<file path="src/rtl/sr_guard_pkg.sv">
package sr_guard_pkg;

  localparam int SR_W     = 16;
  localparam int SUS_BIT  = 15;
  localparam int CMP_BIT  = 14;
  localparam int LB_LO    = 10;
  localparam int LB_N     = 4;
  localparam int SRP1_BIT = 8;
  localparam int SRP0_BIT = 7;
  localparam int WEL_BIT  = 1;
  localparam int BUSY_BIT = 0;
  localparam int NV_LO    = WEL_BIT + 1;
  localparam int NV_HI    = CMP_BIT;

  typedef enum logic [1:0] {
    MODE_SOFT     = 2'b00,
    MODE_PIN      = 2'b01,
    MODE_LOCKDOWN = 2'b10,
    MODE_OTP      = 2'b11
  } srp_mode_e;

endpackage

</file>
<file path="src/rtl/sr_wel_latch.sv">
module sr_wel_latch (
  input  logic clk,
  input  logic rst_n,
  input  logic set_i,
  input  logic clr_i,
  input  logic pwr_i,
  output logic wel_o
);

  logic wel_q;
  logic wel_d;
  logic wel_en;

  always_comb begin
    wel_en = set_i | clr_i | pwr_i;
    if (pwr_i || clr_i) begin
      wel_d = 1'b0;
    end else begin
      wel_d = 1'b1;
    end
  end

  always_ff @(posedge clk or negedge rst_n) begin
    if (!rst_n) begin
      wel_q <= 1'b0;
    end else if (wel_en) begin
      wel_q <= wel_d;
    end
  end

  assign wel_o = wel_q;

  p_wel_drop_after_attempt_r2: assert property (@(posedge clk) disable iff (!rst_n)
    clr_i |=> !wel_o);
  p_wel_set_by_enable_r2: assert property (@(posedge clk) disable iff (!rst_n)
    (set_i && !clr_i && !pwr_i) |=> wel_o);

endmodule

</file>
<file path="src/rtl/sr_write_gate.sv">
module sr_write_gate
  import sr_guard_pkg::*;
(
  input  logic      attempt_i,
  input  logic      wel_i,
  input  logic      wp_n_i,
  input  srp_mode_e mode_i,
  output logic      accept_o,
  output logic      reject_o
);

  logic allowed;

  always_comb begin
    unique case (mode_i)
      MODE_SOFT:     allowed = wel_i;
      MODE_PIN:      allowed = wel_i & wp_n_i;
      MODE_LOCKDOWN: allowed = 1'b0;
      MODE_OTP:      allowed = 1'b0;
      default:       allowed = 1'b0;
    endcase
    accept_o = attempt_i & allowed;
    reject_o = attempt_i & ~allowed;
  end

endmodule

</file>
<file path="src/rtl/sr_nv_bits.sv">
module sr_nv_bits
  import sr_guard_pkg::*;
(
  input  logic               clk,
  input  logic               rst_n,
  input  logic               accept_i,
  input  logic               pwr_i,
  input  logic [NV_HI:NV_LO] wdata_i,
  output logic [NV_HI:NV_LO] nv_o,
  output srp_mode_e          mode_o
);

  logic [NV_HI:NV_LO] nv_q;
  logic [NV_HI:NV_LO] nv_d;
  logic               nv_en;
  logic [LB_N-1:0]    lb_next;
  srp_mode_e          mode_q;

  assign mode_q = srp_mode_e'(nv_q[SRP1_BIT:SRP0_BIT]);

  generate
    for (genvar g = 0; g < LB_N; g++) begin : g_lb
      assign lb_next[g] = nv_q[LB_LO+g] | wdata_i[LB_LO+g];

      p_lock_bit_sticky_r8: assert property (@(posedge clk) disable iff (!rst_n)
        nv_o[LB_LO+g] |=> nv_o[LB_LO+g]);
    end
  endgenerate

  always_comb begin
    nv_en = pwr_i | accept_i;
    nv_d  = nv_q;
    if (pwr_i) begin
      if (mode_q == MODE_LOCKDOWN) begin
        nv_d[SRP1_BIT:SRP0_BIT] = MODE_SOFT;
      end
    end else if (accept_i) begin
      nv_d = wdata_i;
      nv_d[LB_LO+LB_N-1:LB_LO] = lb_next;
    end
  end

  always_ff @(posedge clk or negedge rst_n) begin
    if (!rst_n) begin
      nv_q <= '0;
    end else if (nv_en) begin
      nv_q <= nv_d;
    end
  end

  assign nv_o   = nv_q;
  assign mode_o = mode_q;

  p_otp_frozen_r6: assert property (@(posedge clk) disable iff (!rst_n)
    (mode_o == MODE_OTP) |=> $stable(nv_o));
  p_lockdown_released_r5: assert property (@(posedge clk) disable iff (!rst_n)
    (pwr_i && mode_o == MODE_LOCKDOWN) |=> (mode_o == MODE_SOFT));
  p_pwr_keeps_other_bits_r5: assert property (@(posedge clk) disable iff (!rst_n)
    pwr_i |=> ($stable(nv_o[CMP_BIT:LB_LO]) && $stable(nv_o[SRP0_BIT-1:NV_LO])));

endmodule

</file>
<file path="src/rtl/sr_susp_flag.sv">
module sr_susp_flag (
  input  logic clk,
  input  logic rst_n,
  input  logic set_i,
  input  logic clr_i,
  input  logic pwr_i,
  output logic sus_o
);

  logic sus_q;
  logic sus_d;
  logic sus_en;

  always_comb begin
    sus_en = set_i | clr_i | pwr_i;
    sus_d  = ~(clr_i | pwr_i);
  end

  always_ff @(posedge clk or negedge rst_n) begin
    if (!rst_n) begin
      sus_q <= 1'b0;
    end else if (sus_en) begin
      sus_q <= sus_d;
    end
  end

  assign sus_o = sus_q;

  p_resume_wins_r7: assert property (@(posedge clk) disable iff (!rst_n)
    clr_i |=> !sus_o);
  p_suspend_sets_r7: assert property (@(posedge clk) disable iff (!rst_n)
    (set_i && !clr_i && !pwr_i) |=> sus_o);

endmodule

</file>
<file path="src/rtl/flash_sr_guard.sv">
module flash_sr_guard
  import sr_guard_pkg::*;
(
  input  logic            clk,
  input  logic            rst_n,
  input  logic            wren_i,
  input  logic            wrsr_i,
  input  logic [SR_W-1:0] wrsr_data_i,
  input  logic            susp_i,
  input  logic            resume_i,
  input  logic            wp_n_i,
  input  logic            pwr_cycle_i,
  output logic [SR_W-1:0] sr_o,
  output logic            wr_ok_o,
  output logic            wr_rej_o
);

  logic               eff_wren;
  logic               eff_wrsr;
  logic               eff_susp;
  logic               eff_resume;
  logic               wel;
  logic               sus;
  logic               accept;
  logic               reject;
  logic [NV_HI:NV_LO] nv_bits;
  srp_mode_e          mode;
  logic               ok_q;
  logic               rej_q;
  logic               ok_d;
  logic               rej_d;

  // A power cycle masks every instruction strobe of its own cycle.
  always_comb begin
    eff_wren   = wren_i   & ~pwr_cycle_i;
    eff_wrsr   = wrsr_i   & ~pwr_cycle_i;
    eff_susp   = susp_i   & ~pwr_cycle_i;
    eff_resume = resume_i & ~pwr_cycle_i;
  end

  sr_wel_latch u_wel (
    .clk   (clk),
    .rst_n (rst_n),
    .set_i (eff_wren),
    .clr_i (eff_wrsr),
    .pwr_i (pwr_cycle_i),
    .wel_o (wel)
  );

  sr_write_gate u_gate (
    .attempt_i (eff_wrsr),
    .wel_i     (wel),
    .wp_n_i    (wp_n_i),
    .mode_i    (mode),
    .accept_o  (accept),
    .reject_o  (reject)
  );

  sr_nv_bits u_nv (
    .clk      (clk),
    .rst_n    (rst_n),
    .accept_i (accept),
    .pwr_i    (pwr_cycle_i),
    .wdata_i  (wrsr_data_i[NV_HI:NV_LO]),
    .nv_o     (nv_bits),
    .mode_o   (mode)
  );

  sr_susp_flag u_sus (
    .clk   (clk),
    .rst_n (rst_n),
    .set_i (eff_susp),
    .clr_i (eff_resume),
    .pwr_i (pwr_cycle_i),
    .sus_o (sus)
  );

  always_comb begin
    ok_d  = accept;
    rej_d = reject;
  end

  always_ff @(posedge clk or negedge rst_n) begin
    if (!rst_n) begin
      ok_q  <= 1'b0;
      rej_q <= 1'b0;
    end else begin
      ok_q  <= ok_d;
      rej_q <= rej_d;
    end
  end

  assign sr_o     = {sus, nv_bits, wel, 1'b0};
  assign wr_ok_o  = ok_q;
  assign wr_rej_o = rej_q;

  p_one_outcome_r10: assert property (@(posedge clk) disable iff (!rst_n)
    !(wr_ok_o && wr_rej_o));
  p_attempt_reports_r10: assert property (@(posedge clk) disable iff (!rst_n)
    (wrsr_i && !pwr_cycle_i) |=> (wr_ok_o || wr_rej_o));
  p_reject_keeps_bits_r10: assert property (@(posedge clk) disable iff (!rst_n)
    wr_rej_o |-> $stable(sr_o[CMP_BIT:NV_LO]));
  p_pin_low_blocks_r4: assert property (@(posedge clk) disable iff (!rst_n)
    (wrsr_i && !pwr_cycle_i && sr_o[SRP1_BIT:SRP0_BIT] == 2'b01 && !wp_n_i) |=> wr_rej_o);
  p_lockdown_blocks_r5: assert property (@(posedge clk) disable iff (!rst_n)
    (wrsr_i && !pwr_cycle_i && sr_o[SRP1_BIT]) |=> wr_rej_o);
  p_no_enable_blocks_r3: assert property (@(posedge clk) disable iff (!rst_n)
    (wrsr_i && !pwr_cycle_i && !sr_o[WEL_BIT]) |=> wr_rej_o);
  p_pwr_clears_volatile_r11: assert property (@(posedge clk) disable iff (!rst_n)
    pwr_cycle_i |=> (!sr_o[SUS_BIT] && !sr_o[WEL_BIT] && !wr_ok_o && !wr_rej_o));
  p_sus_ignores_data_r7: assert property (@(posedge clk) disable iff (!rst_n)
    (wrsr_i && wrsr_data_i[SUS_BIT] && !sr_o[SUS_BIT] && !susp_i) |=> !sr_o[SUS_BIT]);
  p_low_bits_ignore_data_r9: assert property (@(posedge clk) disable iff (!rst_n)
    (wrsr_i && (wrsr_data_i[WEL_BIT] || wrsr_data_i[BUSY_BIT])) |=> (!sr_o[WEL_BIT] && !sr_o[BUSY_BIT]));

endmodule

</file>
<file path="config.mk">
export PLATFORM = sky130hd
export DESIGN_NAME = flash_sr_guard
export DESIGN_NICKNAME = d
export VERILOG_FILES = /design/src/rtl/sr_guard_pkg.sv /design/src/rtl/sr_wel_latch.sv /design/src/rtl/sr_write_gate.sv /design/src/rtl/sr_nv_bits.sv /design/src/rtl/sr_susp_flag.sv /design/src/rtl/flash_sr_guard.sv
export SDC_FILE = /design/constraint.sdc
export NUM_CORES = 1
export LEC_CHECK = 0
export BUFFER_PORTS_ARGS = -buffer_cell sky130_fd_sc_hd__buf_2
export CAP_MARGIN = 20
export CORE_AREA = 2 2 43 45
export DETAILED_ROUTE_END_ITERATION = 8
export DIE_AREA = 0 0 45 47
export GPL_TIMING_DRIVEN = 0
export PLACE_DENSITY = 0.88
export SLEW_MARGIN = 20
export SYNTH_ARGS = -nofsm -noshare
export SYNTH_HDL_FRONTEND = slang
export SYNTH_SLANG_ARGS = --single-unit
</file>
<file path="constraint.sdc">
create_clock -name clk -period 3.3 [get_ports clk]
set_input_delay 0.99 -clock clk [delete_from_list [all_inputs] [get_ports clk]]
set_output_delay 0.99 -clock clk [all_outputs]
set_load 0.005 [all_outputs]
</file>
==> results of run 1 <==
## cell usage in the layout, fill, tap and decap left out
cell type	netlist	layout
sky130_fd_sc_hd__nor2b_4	1	1
sky130_fd_sc_hd__mux2_4	4	4
sky130_fd_sc_hd__nand2b_4	1	1
sky130_fd_sc_hd__nor3_1	2	2
sky130_fd_sc_hd__clkbuf_1	0	1
sky130_fd_sc_hd__mux2_2	4	4
sky130_fd_sc_hd__dfrtp_1	17	17
sky130_fd_sc_hd__nor3b_1	1	1
sky130_fd_sc_hd__a22o_2	1	1
sky130_fd_sc_hd__clkbuf_4	0	3
sky130_fd_sc_hd__nor2_1	3	3
sky130_fd_sc_hd__buf_6	1	1
sky130_fd_sc_hd__buf_4	3	3
sky130_fd_sc_hd__conb_1	1	1
sky130_fd_sc_hd__nor4b_4	1	1
sky130_fd_sc_hd__a21o_2	4	4
sky130_fd_sc_hd__buf_2	0	37
sky130_fd_sc_hd__or2b_2	1	1
## state kept, by name, summed over array words and instances (netlist names)
name,count
wr_ok_o,1
wr_rej_o,1
u_wel.wel_o,1
u_sus.sus_o,1
u_nv.nv_o,13
## path summary, 6_finish.rpt
kind	depth (start not counted)	startpoint	to	slack [ns]
max	5	pwr_cycle_i	u_nv.nv_o[5]	1.29
min	1	u_nv.nv_o[13]	u_nv.nv_o[13]	0.46
max reg2reg	4	u_nv.nv_o[7]	u_nv.nv_o[5]	1.68
min reg2reg	1	u_nv.nv_o[13]	u_nv.nv_o[13]	0.46
max in group asynchronous	1	rst_n	u_wel.wel_o	2.43
min in group asynchronous	1	rst_n	u_nv.nv_o[13]	0.61
## cell type report
type / instances / area (µm²) / area share, %
buffer: 4 / 33.8 / 3.61
sequential: 17 / 425 / 45.5
clock buffer: 4 / 26.3 / 2.81
multi-input combinational: 24 / 243 / 26.0
timing repair buffer: 37 / 185 / 19.8
tap: 17 / 21.3 / 2.28
## kinds of logic (layout without fill, tap and decap cells)
family / count (synthesis) / after routing / synth area share, %
buffers and inverters: 4 / 45 / 4.81
and+or+nand+nor: 10 / 10 / 12.7
DFF: 17 / 17 / 60.6
AOI/OAI and AO/OA: 5 / 5 / 6.42
muxes: 8 / 8 / 15.0
other: 1 / 1 / 0.534
## power by group through the flow
stage	sequential, mW	clock (mW)	combinational, mW
3_3_place_gp	0.272	0	0.121
5_1_grt	0.276	0.119	0.135
6_report	0.270	0.105	0.123
3_5_place_dp	0.275	0	0.125
4_1_cts	0.271	0.112	0.125
2_1_floorplan	0.278	0	0.0572
## stage by stage
| stage | cells | hold slack, ns | total power, mW | utilization, % | area, µm² |
|---|---|---|---|---|---|
| 2_1_floorplan | 45 | 0.456 | 0.335 | - | 702 |
| 3_3_place_gp | 99 | 0.435 | 0.393 | 55.0 | 908 |
| 3_5_place_dp | 99 | 0.439 | 0.399 | 55.0 | 908 |
| 4_1_cts | 103 | 0.461 | 0.508 | 56.6 | 935 |
| 5_1_grt | 103 | 0.487 | 0.530 | 56.6 | 935 |
| 6_report | 103 | 0.459 | 0.497 | 56.6 | 935 |
## layer usage
metal	wire length (µm)	share of wire [%]	vias to the layer above	global-route usage, %
li1	-	-	233	-
met1	530	43	225	15.1
met2	640	52	19	20.9
met3	61	5.0	0	2.31
met4	0	0	0	8.82
met5	0	0	-	0
==> load_flow_metrics.sql, run 1 <==
INSERT INTO impl_metrics (metric_group, metric, value, unit) VALUES
('worst_setup_path', 'critical_path.cell_chain', 'buf_2, nand2b_4, nor4b_4, buf_6, mux2_4', ''),
('timing', 'finalSetupTns', '0', 'ns'),
('logic_synthesis', 'synth.net_count', '69', ''),
('power', 'p_leak', '0.505', 'nW'),
('detailed_routing', 'route.final.wire_length', '1230', 'µm'),
('layout', 'antenna_cells_inserted', '0', ''),
('cts', 'cts_htree_levels', '1', ''),
('outcome', 'run_status', 'completed', ''),
('layout', 'n_fill_cell', '156', ''),
('cts', 'clkLatencyLatePin', '0.28', 'ns'),
('worst_setup_path', 'worst_ep_required_time', '3.47', 'ns'),
('worst_setup_path', 'crit_fanout', '10', ''),
('cts', 'tritoncts_num_sinks', '17', ''),
('global_route', 'wire_length_of_the_first_global_routing_pass', '1860', 'µm'),
('timing', 'fin_ws', '1.29', 'ns'),
('floorplan', 'floorplan.initialDensity', '42.5', '%'),
('logic_synthesis', 'postSynthRegisterBits', '17', ''),
('floorplan', 'chipHeight', '47', 'µm'),
('power', 'power.ir.vdd_worst', '0.330', 'mV'),
('cts', 'tritoncts', 'built', ''),
('cts', 'clock_pin_slew_on_the_worst_setup_and_hold_paths', '0.09', 'ns'),
('timing', 'post-route-min-period', '2.01', 'ns'),
('floorplan', 'core', '1650', 'µm²'),
('timing', 'grt_setup_unrepaired', 'false', ''),
('timing', 'hold_viol', '0', ''),
('timing', 'post-route-period-util', '61.0', '%'),
('power', 'power.density', '532', 'nW/µm²'),
('logic_synthesis', 'synth.yosys.warnings', '0', ''),
('detailed_routing', 'via_per_inst', '4.63', ''),
('global_route', 'number_of_antenna_violations_at_the_first_check_in_global_routing', '0', ''),
('worst_setup_path', 'crit_arrival', '2.18', 'ns'),
('layout', 'layout-drive-gt1-share', '70.9', '%'),
('detailed_routing', 'drt_pass1_iterations', '4', ''),
('power', 'clock_power_share', '21.1', '%'),
('worst_setup_path', 'timing.critical_path.max_delay_family', 'simple AND/OR/NAND/NOR gates', ''),
('global_route', 'grt_max_degree', '18', ''),
('power', 'net-switching-power', '0.122', 'mW'),
('cts', 'clockRootBuffer', 'sky130_fd_sc_hd__clkbuf_4', ''),
('power', 'switching_power_share_of_the_total', '24.5', '%'),
('power', 'power.sequential.fraction', '54.2', '%'),
('logic_synthesis', 'syn-mean-instance-area', '15.6', 'µm²'),
('cts', 'buffers_inserted_during_post_cts_setup_optimization', '0', ''),
('floorplan', 'design.portCount', '42', ''),
('timing', 'drv_slew', '0', ''),
('power', 'power_report.internal_total', '0.375', 'mW'),
('placement', 'pre_cts_ws', '0.956', 'ns'),
('worst_setup_path', 'critPathLaunchType', 'input pin', ''),
('layout', 'design.final.nets', '111', ''),
('logic_synthesis', 'post-synth-top-area-fraction', '60.6', '%'),
('cts', 'holdBufCountCts', '0', ''),
('logic_synthesis', 'synth_flop_type', 'sky130_fd_sc_hd__dfrtp_1', ''),
('logic_synthesis', 'top_cell_types_by_occurrence_after_synthesis', 'sky130_fd_sc_hd__dfrtp_1, sky130_fd_sc_hd__a21o_2, sky130_fd_sc_hd__mux2_2, sky130_fd_sc_hd__mux2_4', ''),
('timing', 'setup-violations-final', '0', ''),
('global_route', 'grtUsageTotal', '12.7', '%'),
('detailed_routing', 'post-route-drc-count', '0', ''),
('worst_setup_path', 'cp.buffers_inverters', '2', ''),
('placement', 'portBuffers', '37', ''),
('timing', 'fin_worst_skew', '0.000990', 'ns'),
('worst_setup_path', 'cp_slowest_cell', 'sky130_fd_sc_hd__nor4b_4', ''),
('detailed_routing', 'ant_nets', '0', ''),
('worst_setup_path', 'critical_path.endpoint_type', 'flip-flop', ''),
('cts', 'cts_made_buffers', '3', ''),
('detailed_routing', 'dr.first_iter.drc_count', '2', ''),
('logic_synthesis', 'synthDistinctLibCells', '15', ''),
('logic_synthesis', 'synth_edf_count', '0', ''),
('floorplan', 'row_count', '15', ''),
('logic_synthesis', 'syn-instance-count', '45', ''),
('logic_synthesis', 'netlist_area', '702', 'µm²'),
('detailed_routing', 'detail_route.wl_per_cell', '12.0', 'µm'),
('global_route', 'first_global_vias', '453', ''),
('floorplan', 'die-width', '45', 'µm');
Power figures use the tool's default switching activity.
==> run 2, diff against run 1 <==
- ABC_AREA: default -> 1
- CORE_AREA: 2 2 43 45 -> 2 2 46 48
- DIE_AREA: 0 0 45 47 -> 0 0 48 50
- PLACE_DENSITY: 0.88 -> 0.83
- clock period: 3.3 -> 2.1 ns (I/O delays scaled with it)
==> load_flow_metrics.sql, run 2 <==
INSERT INTO impl_metrics (metric_group, metric, value, unit) VALUES
('outcome', 'run_status', 'completed', ''),
('detailed_routing', 'wl_met3', '85', 'µm'),
('min_path', 'hold_class', 'input pin to asynchronous set/reset pin', ''),
('global_route', 'wire_length_of_the_first_global_routing_pass', '2540', 'µm'),
('detailed_routing', 'wl_met1', '682', 'µm'),
('worst_setup_path', 'critical_path.endpoint_type', 'output port', ''),
('detailed_routing', 'ant_nets', '0', ''),
('placement', 'gp_routability_congestion', '0.705', ''),
('power', 'p_leak', '0.575', 'nW'),
('floorplan', 'chipHeight', '50', 'µm'),
('worst_setup_path', 'path_class', 'flip-flop to output port', ''),
('timing', 'grt_setup_unrepaired', 'false', ''),
('logic_synthesis', 'syn-mean-instance-area', '9.88', 'µm²'),
('layout', 'mostFrequentLayoutCells', 'sky130_fd_sc_hd__buf_2, sky130_fd_sc_hd__nand2_1, sky130_fd_sc_hd__dfrtp_1', ''),
('detailed_routing', 'post-route-drc-count', '0', ''),
('logic_synthesis', 'synthMostInstantiatedCell', 'sky130_fd_sc_hd__nand2_1', ''),
('worst_setup_path', 'worst_ep_required_time', '1.47', 'ns'),
('logic_synthesis', 'syn-instance-count', '77', ''),
('floorplan', 'design.portCount', '42', ''),
('cts', 'tritoncts', 'built', ''),
('cts', 'tritoncts_num_sinks', '17', ''),
('timing', 'post-route-period-util', '75.1', '%'),
('timing', 'drv_slew', '0', ''),
('global_route', 'grt_max_degree', '18', ''),
('power', 'power.ir.vdd_worst', '0.331', 'mV'),
('placement', 'dpl.hpwl', '1250', 'µm'),
('logic_synthesis', 'post-synth-top-area-fraction', '55.9', '%'),
('logic_synthesis', 'synth.yosys.warnings', '0', ''),
('worst_setup_path', 'ff2ff_path_depth', '4', ''),
('detailed_routing', 'maxUsedRoutingLayer', 'met3', ''),
('timing', 'setup-violations-final', '0', ''),
('power', 'fin_total_pwr', '0.701', 'mW'),
('global_route', 'grt-ovfl-total', '0', ''),
('global_route', 'grtUsageTotal', '14.6', '%'),
('detailed_routing', 'via_per_inst', '4.54', ''),
('floorplan', 'floorplan.initialDensity', '40.0', '%'),
('worst_setup_path', 'crit_fanout', '3', ''),
('timing', 'fin_worst_skew', '0.00182', 'ns'),
('logic_synthesis', 'synth-async-reset-ratio', '100', '%'),
('cts', 'clock_path_buffers', '2', ''),
('detailed_routing', 'dr_total_vias', '658', ''),
('timing', 'hold_viol', '0', ''),
('logic_synthesis', 'synth.net_count', '101', ''),
('cts', 'cts_htree_levels', '1', ''),
('logic_synthesis', 'synth-seq-area-share', '55.9', '%'),
('layout', 'syn_to_final_growth', '32.4', '%'),
('detailed_routing', 'wl_met2', '832', 'µm'),
('layout', 'layout-drive-gt1-share', '45.8', '%'),
('layout', 'design.final.nets', '143', ''),
('worst_setup_path', 'worst_setup_path_end', 'sr_o[1]', ''),
('layout', 'largest_register_ffs', '13', ''),
('cts', 'clock_pin_slew_on_the_worst_setup_and_hold_paths', '0.10', 'ns'),
('detailed_routing', 'route.final.wire_length', '1600', 'µm'),
('layout', 'final_common_cell', 'sky130_fd_sc_hd__buf_2', ''),
('power', 'power.density', '696', 'nW/µm²'),
('logic_synthesis', 'netlist.top_cell.by_area', 'sky130_fd_sc_hd__dfrtp_1', ''),
('run', 'drv_cap', '0', ''),
('worst_setup_path', 'crit-reg2reg-launch', 'u_nv.nv_o[8]', ''),
('floorplan', 'die-width', '48', 'µm'),
('logic_synthesis', 'postSynthRegisterBits', '17', ''),
('cts', 'clkLatencyLatePin', '0.28', 'ns'),
('cts', 'buffers_inserted_during_post_cts_setup_optimization', '0', ''),
('logic_synthesis', 'largest_cells_by_area_after_synthesis', 'sky130_fd_sc_hd__dfrtp_1, sky130_fd_sc_hd__nand4_1, sky130_fd_sc_hd__nand2_1, sky130_fd_sc_hd__buf_4, sky130_fd_sc_hd__buf_6', ''),
('logic_synthesis', 'synth_flop_type', 'sky130_fd_sc_hd__dfrtp_1', ''),
('detailed_routing', 'drt_pass1_iterations', '3', ''),
('logic_synthesis', 'synthDistinctLibCells', '16', ''),
('cts', 'clockRootBuffer', 'sky130_fd_sc_hd__clkbuf_4', ''),
('layout', 'antenna_cells_inserted', '0', ''),
('timing', 'fmaxAchievable', '0.634', 'GHz'),
('floorplan', 'row_count', '16', ''),
('cts', 'post_cts_resized', '0', ''),
('worst_setup_path', 'rrSetupSlack', '1.06', 'ns'),
('detailed_routing', 'dr.first_iter.drc_count', '9', ''),
('timing', 'post-route-min-period', '1.58', 'ns'),
('floorplan', 'core', '1900', 'µm²'),
('floorplan', 'die_area', '2400', 'µm²'),
('worst_setup_path', 'critPathLaunchType', 'flip-flop', ''),
('worst_setup_path', 'regToRegEndpoint', 'u_nv.nv_o[2]', ''),
('detailed_routing', 'detail_route.wl_per_cell', '11.0', 'µm'),
('logic_synthesis', 'synth_edf_count', '0', ''),
('timing', 'worst_slack_on_hold_paths', '0.247', 'ns'),
('cts', 'cts_made_buffers', '3', ''),
('timing', 'finalSetupTns', '0', 'ns'),
('worst_setup_path', 'critPathLaunch', 'u_wel.wel_o', ''),
('layout', 'n_fill_cell', '195', ''),
('logic_synthesis', 'top_cell_types_by_occurrence_after_synthesis', 'sky130_fd_sc_hd__nand2_1, sky130_fd_sc_hd__dfrtp_1, sky130_fd_sc_hd__nand4_1, sky130_fd_sc_hd__inv_1', ''),
('logic_synthesis', 'netlist_area', '761', 'µm²'),
('cts', 'holdBufCountCts', '0', ''),
('worst_setup_path', 'crit_arrival', '0.95', 'ns'),
('global_route', 'first_global_vias', '618', ''),
('placement', 'portBuffers', '37', ''),
('global_route', 'number_of_antenna_violations_at_the_first_check_in_global_routing', '0', '');
-- run 2: changes by cell type in the layout (fill, tap and decap cells not counted), sizes merged, moves of 2 or more --
cell	before	now
a21o	4	0
buf	41	43
inv	0	9
mux2	8	0
nand2	0	23
nand4	0	13
-- run 2: routing by layer --
layer  up-vias  track usage [%]
met5         -                0
met4         0             4.95
met3         0             3.66
met2        22             23.8
met1       305             18.0
li1        331                -
-- run 2: per-stage QoR --
step	instance area, µm²	setup WS, ns	utilization (%)	instances
6_report	1010	0.524	53.0	145
5_1_grt	1010	0.472	53.0	145
4_1_cts	1010	0.502	53.0	145
3_5_place_dp	980	0.735	51.5	141
3_3_place_gp	980	0.766	51.5	141
2_1_floorplan	761	0.946	-	77
-- run 2: where the power goes --
part	leakage, nW	internal, mW	switching (mW)	total [mW]
logic	0.354	0.0692	0.0751	0.144
registers	0.204	0.365	0.0221	0.387
clock network	0.0177	0.0706	0.0994	0.170
-- run 2: how the worst min path moves through the flow --
stage / from / to / slack (ns) / cells past startpoint
finish: rst_n / wr_ok_o / 0.25 / 1
global route: rst_n / wr_ok_o / 0.26 / 1
CTS: rst_n / u_nv.nv_o[14] / 0.25 / 1
detailed placement: u_nv.nv_o[12] / u_nv.nv_o[12] / 0.45 / 2
global placement: u_nv.nv_o[10] / u_nv.nv_o[10] / 0.44 / 2
floorplan: rst_n / u_nv.nv_o[10] / 0.33 / 0
-- run 2: kinds of logic after synthesis --
kind of cell | after synthesis | share of synthesized area [%]
simple gates | 42 | 29.9
flops | 17 | 55.9
buf+inv | 15 | 12.3
compound gates | 2 | 1.31
other cells | 1 | 0.493
-- run 2: critical path, stage by stage, from the launching register on --
cell and delay [ns]:
sky130_fd_sc_hd__dfrtp_1 0.42, sky130_fd_sc_hd__buf_4 0.14, sky130_fd_sc_hd__buf_2 0.11
-- run 2: final cells by class --
class	count	area, µm²	share of cell area, %
repair buffers	37	185	18.4
clock inverters	1	5.00	0.497
plain buffers	6	60.1	5.96
clock buffers	3	22.5	2.24
multi-input cells	45	241	24.0
well taps	27	33.8	3.35
inverters	9	33.8	3.35
flip-flops and latches	17	425	42.2
==> run 3, diff against run 2 <==
- ABC_AREA: 1 -> 0
- CORE_AREA: 2 2 46 48 -> 2 2 47 49
- DIE_AREA: 0 0 48 50 -> 0 0 49 51
- PLACE_DENSITY: 0.83 -> 0.79
- clock period: 2.1 -> 1.3 ns (I/O delays scaled with it)
==> load_flow_metrics.sql, run 3 (same netlist as run 1, synthesis figures left out) <==
INSERT INTO impl_metrics (metric_group, metric, value, unit) VALUES
('placement', 'numPlacedInstances', '110', ''),
('detailed_routing', 'route.final.wire_length', '1360', 'µm'),
('worst_setup_path', 'regToRegEndpoint', 'u_nv.nv_o[3]', ''),
('layout', 'instances_no_fill', '122', ''),
('worst_setup_path', 'worst_ep_required_time', '1.47', 'ns'),
('layout', 'syn_to_final_growth', '50.1', '%'),
('layout', 'antenna_cells_inserted', '0', ''),
('layout', 'ff_latch_area', '427', 'µm²'),
('timing', 'post-route-period-util', '108', '%'),
('floorplan', 'chipHeight', '51', 'µm'),
('floorplan', 'core', '2060', 'µm²'),
('timing', 'setup-violations-final', '12', ''),
('global_route', 'wire_length_of_the_first_global_routing_pass', '2190', 'µm'),
('placement', 'dpl.hpwl', '976', 'µm'),
('detailed_routing', 'ant_nets', '0', ''),
('worst_setup_path', 'path_class', 'flip-flop to flip-flop', ''),
('layout', 'largest_register_ffs', '13', ''),
('cts', 'clock_path_buffers', '2', ''),
('layout', 'layout-drive-gt1-share', '75.5', '%'),
('worst_setup_path', 'cp_slowest_cell', 'sky130_fd_sc_hd__dfrtp_1', ''),
('placement', 'portBuffers', '37', ''),
('cts', 'tritoncts_num_sinks', '17', ''),
('worst_setup_path', 'critical_path.endpoint_type', 'flip-flop', ''),
('power', 'power.density', '1250', 'nW/µm²'),
('floorplan', 'row_count', '17', ''),
('worst_setup_path', 'crit_fanout', '7', ''),
('timing', 'drv_slew', '0', ''),
('detailed_routing', 'via_per_inst', '4.34', ''),
('placement', 'gp_routability_congestion', '0.641', ''),
('detailed_routing', 'dr.first_iter.drc_count', '1', ''),
('global_route', 'grtUsageTotal', '11.9', '%'),
('timing', 'grt_setup_unrepaired', 'true', ''),
('placement', 'pre_cts_ws', '-0.467', 'ns'),
('floorplan', 'die-width', '49', 'µm'),
('worst_setup_path', 'crit-reg2reg-launch', 'u_nv.nv_o[7]', ''),
('detailed_routing', 'drt_pass1_iterations', '2', ''),
('layout', 'n_fill_cell', '190', ''),
('cts', 'holdBufCountCts', '0', ''),
('placement', 'dpl_cell_area', '922', 'µm²'),
('timing', 'hold_viol', '0', ''),
('global_route', 'grt-ovfl-total', '0', ''),
('worst_setup_path', 'cp.buffers_inverters', '1', ''),
('detailed_routing', 'detail_route.wl_per_cell', '11.1', 'µm'),
('cts', 'clockRootBuffer', 'sky130_fd_sc_hd__clkbuf_4', ''),
('layout', 'final_common_cell', 'sky130_fd_sc_hd__buf_2', ''),
('cts', 'clock_pin_slew_on_the_worst_setup_and_hold_paths', '0.09', 'ns'),
('min_path', 'hold_class', 'input pin to asynchronous set/reset pin', ''),
('power', 'power.ir.vdd_worst', '0.708', 'mV'),
('power', 'p_leak', '0.570', 'nW'),
('timing', 'fin_ws', '-0.0977', 'ns'),
('timing', 'fmaxAchievable', '0.715', 'GHz'),
('worst_setup_path', 'rrSetupSlack', '-0.1', 'ns'),
('floorplan', 'floorplan.initialDensity', '34.0', '%'),
('timing', 'fin_worst_skew', '0.00134', 'ns'),
('layout', 'design.final.nets', '119', ''),
('cts', 'cts_made_buffers', '3', ''),
('worst_setup_path', 'critical_path.cell_chain', 'nor2b_4, nor4b_4, buf_6, mux2_4', ''),
('global_route', 'grt_max_degree', '18', ''),
('worst_setup_path', 'crit_arrival', '1.57', 'ns'),
('detailed_routing', 'post-route-drc-count', '0', ''),
('timing', 'post-route-min-period', '1.40', 'ns'),
('worst_setup_path', 'critPathLaunchType', 'flip-flop', ''),
('floorplan', 'design.portCount', '42', ''),
('detailed_routing', 'dr_total_vias', '529', ''),
('floorplan', 'die_area', '2500', 'µm²'),
('worst_setup_path', 'slowest_delay', '0.39', 'ns'),
('outcome', 'run_status', 'finished, violations left', ''),
('layout', 'final_cell_area', '1050', 'µm²'),
('cts', 'tritoncts', 'built', ''),
('global_route', 'number_of_antenna_violations_at_the_first_check_in_global_routing', '0', ''),
('worst_setup_path', 'timing.critical_path.max_delay_family', 'simple AND/OR/NAND/NOR gates', ''),
('outcome', 'violations_in_the_final_reports', 'negative setup slack', ''),
('layout', 'area_of_the_multi_input_gates', '265', 'µm²'),
('cts', 'clkLatencyLatePin', '0.28', 'ns'),
('cts', 'cts_htree_levels', '1', ''),
('global_route', 'first_global_vias', '494', ''),
('layout', 'mostFrequentLayoutCells', 'sky130_fd_sc_hd__buf_2, sky130_fd_sc_hd__dfrtp_1, sky130_fd_sc_hd__buf_4', ''),
('run', 'drv_cap', '0', ''),
('worst_setup_path', 'ff2ff_path_depth', '4', '');
-- run 3: changes by cell type in the layout (fill, tap and decap cells not counted), moves of 2 or more --
cell,change
sky130_fd_sc_hd__nand2_2,-2
sky130_fd_sc_hd__buf_2,-2
sky130_fd_sc_hd__mux2_4,+8
sky130_fd_sc_hd__buf_4,+6
sky130_fd_sc_hd__inv_1,-6
sky130_fd_sc_hd__a21o_2,+4
sky130_fd_sc_hd__inv_2,-3
sky130_fd_sc_hd__nand4_1,-13
sky130_fd_sc_hd__nand2_1,-21
sky130_fd_sc_hd__buf_6,+3
-- run 3: worst max path at each step --
stage	from	end	slack [ns]	cells after the start
finish	u_nv.nv_o[7]	u_nv.nv_o[3]	-0.1	4
global route	u_nv.nv_o[8]	u_nv.nv_o[3]	-0.15	3
CTS	u_nv.nv_o[7]	u_nv.nv_o[3]	-0.15	4
detailed placement	pwr_cycle_i	u_nv.nv_o[3]	-0.47	5
global placement	pwr_cycle_i	u_nv.nv_o[4]	-0.44	5
floorplan	pwr_cycle_i	u_nv.nv_o[2]	-0.20	4
-- run 3: report_power, final --
part | leakage, nW | switching (mW) | internal (mW) | total (mW)
registers | 0.209 | 0.0533 | 0.631 | 0.684
logic | 0.343 | 0.117 | 0.245 | 0.362
clock network | 0.0177 | 0.156 | 0.114 | 0.270
-- run 3: area by class of cell --
type	instances	share of cell area [%]
flip-flops and latches	17	40.5
repair buffers	46	25.5
multi-input cells	24	25.2
well taps	28	3.33
plain buffers	3	2.85
clock buffers	3	2.14
clock inverters	1	0.475
-- run 3: stage by stage --
stage          hold slack (ns)  util [%]  total power, mW  TNS (ns)
2_1_floorplan           0.0944         -            0.850     -1.15
6_report               0.00786      51.1             1.32    -0.828
5_1_grt                 0.0110      51.1             1.42     -1.56
3_5_place_dp             0.334      44.7             1.01     -4.40
4_1_cts                 0.0143      49.1             1.33     -1.23
3_3_place_gp             0.326      44.7            0.998     -4.03
-- run 3: routing by layer --
layer / wire length, µm / GRT usage (%) / vias to the layer above
met3: 60 / 1.75 / 2
li1: - / - / 248
met2: 731 / 21.0 / 22
met5: 0 / 0 / -
met4: 19 / 7.14 / 0
met1: 543 / 13.6 / 257
-- run 3: timing repair --
item / CTS / global route
pin swaps: 1 / 2
setup buffers: 5 / 4
resized for setup: 6 / 4
setup endpoints to repair: 14 / 14
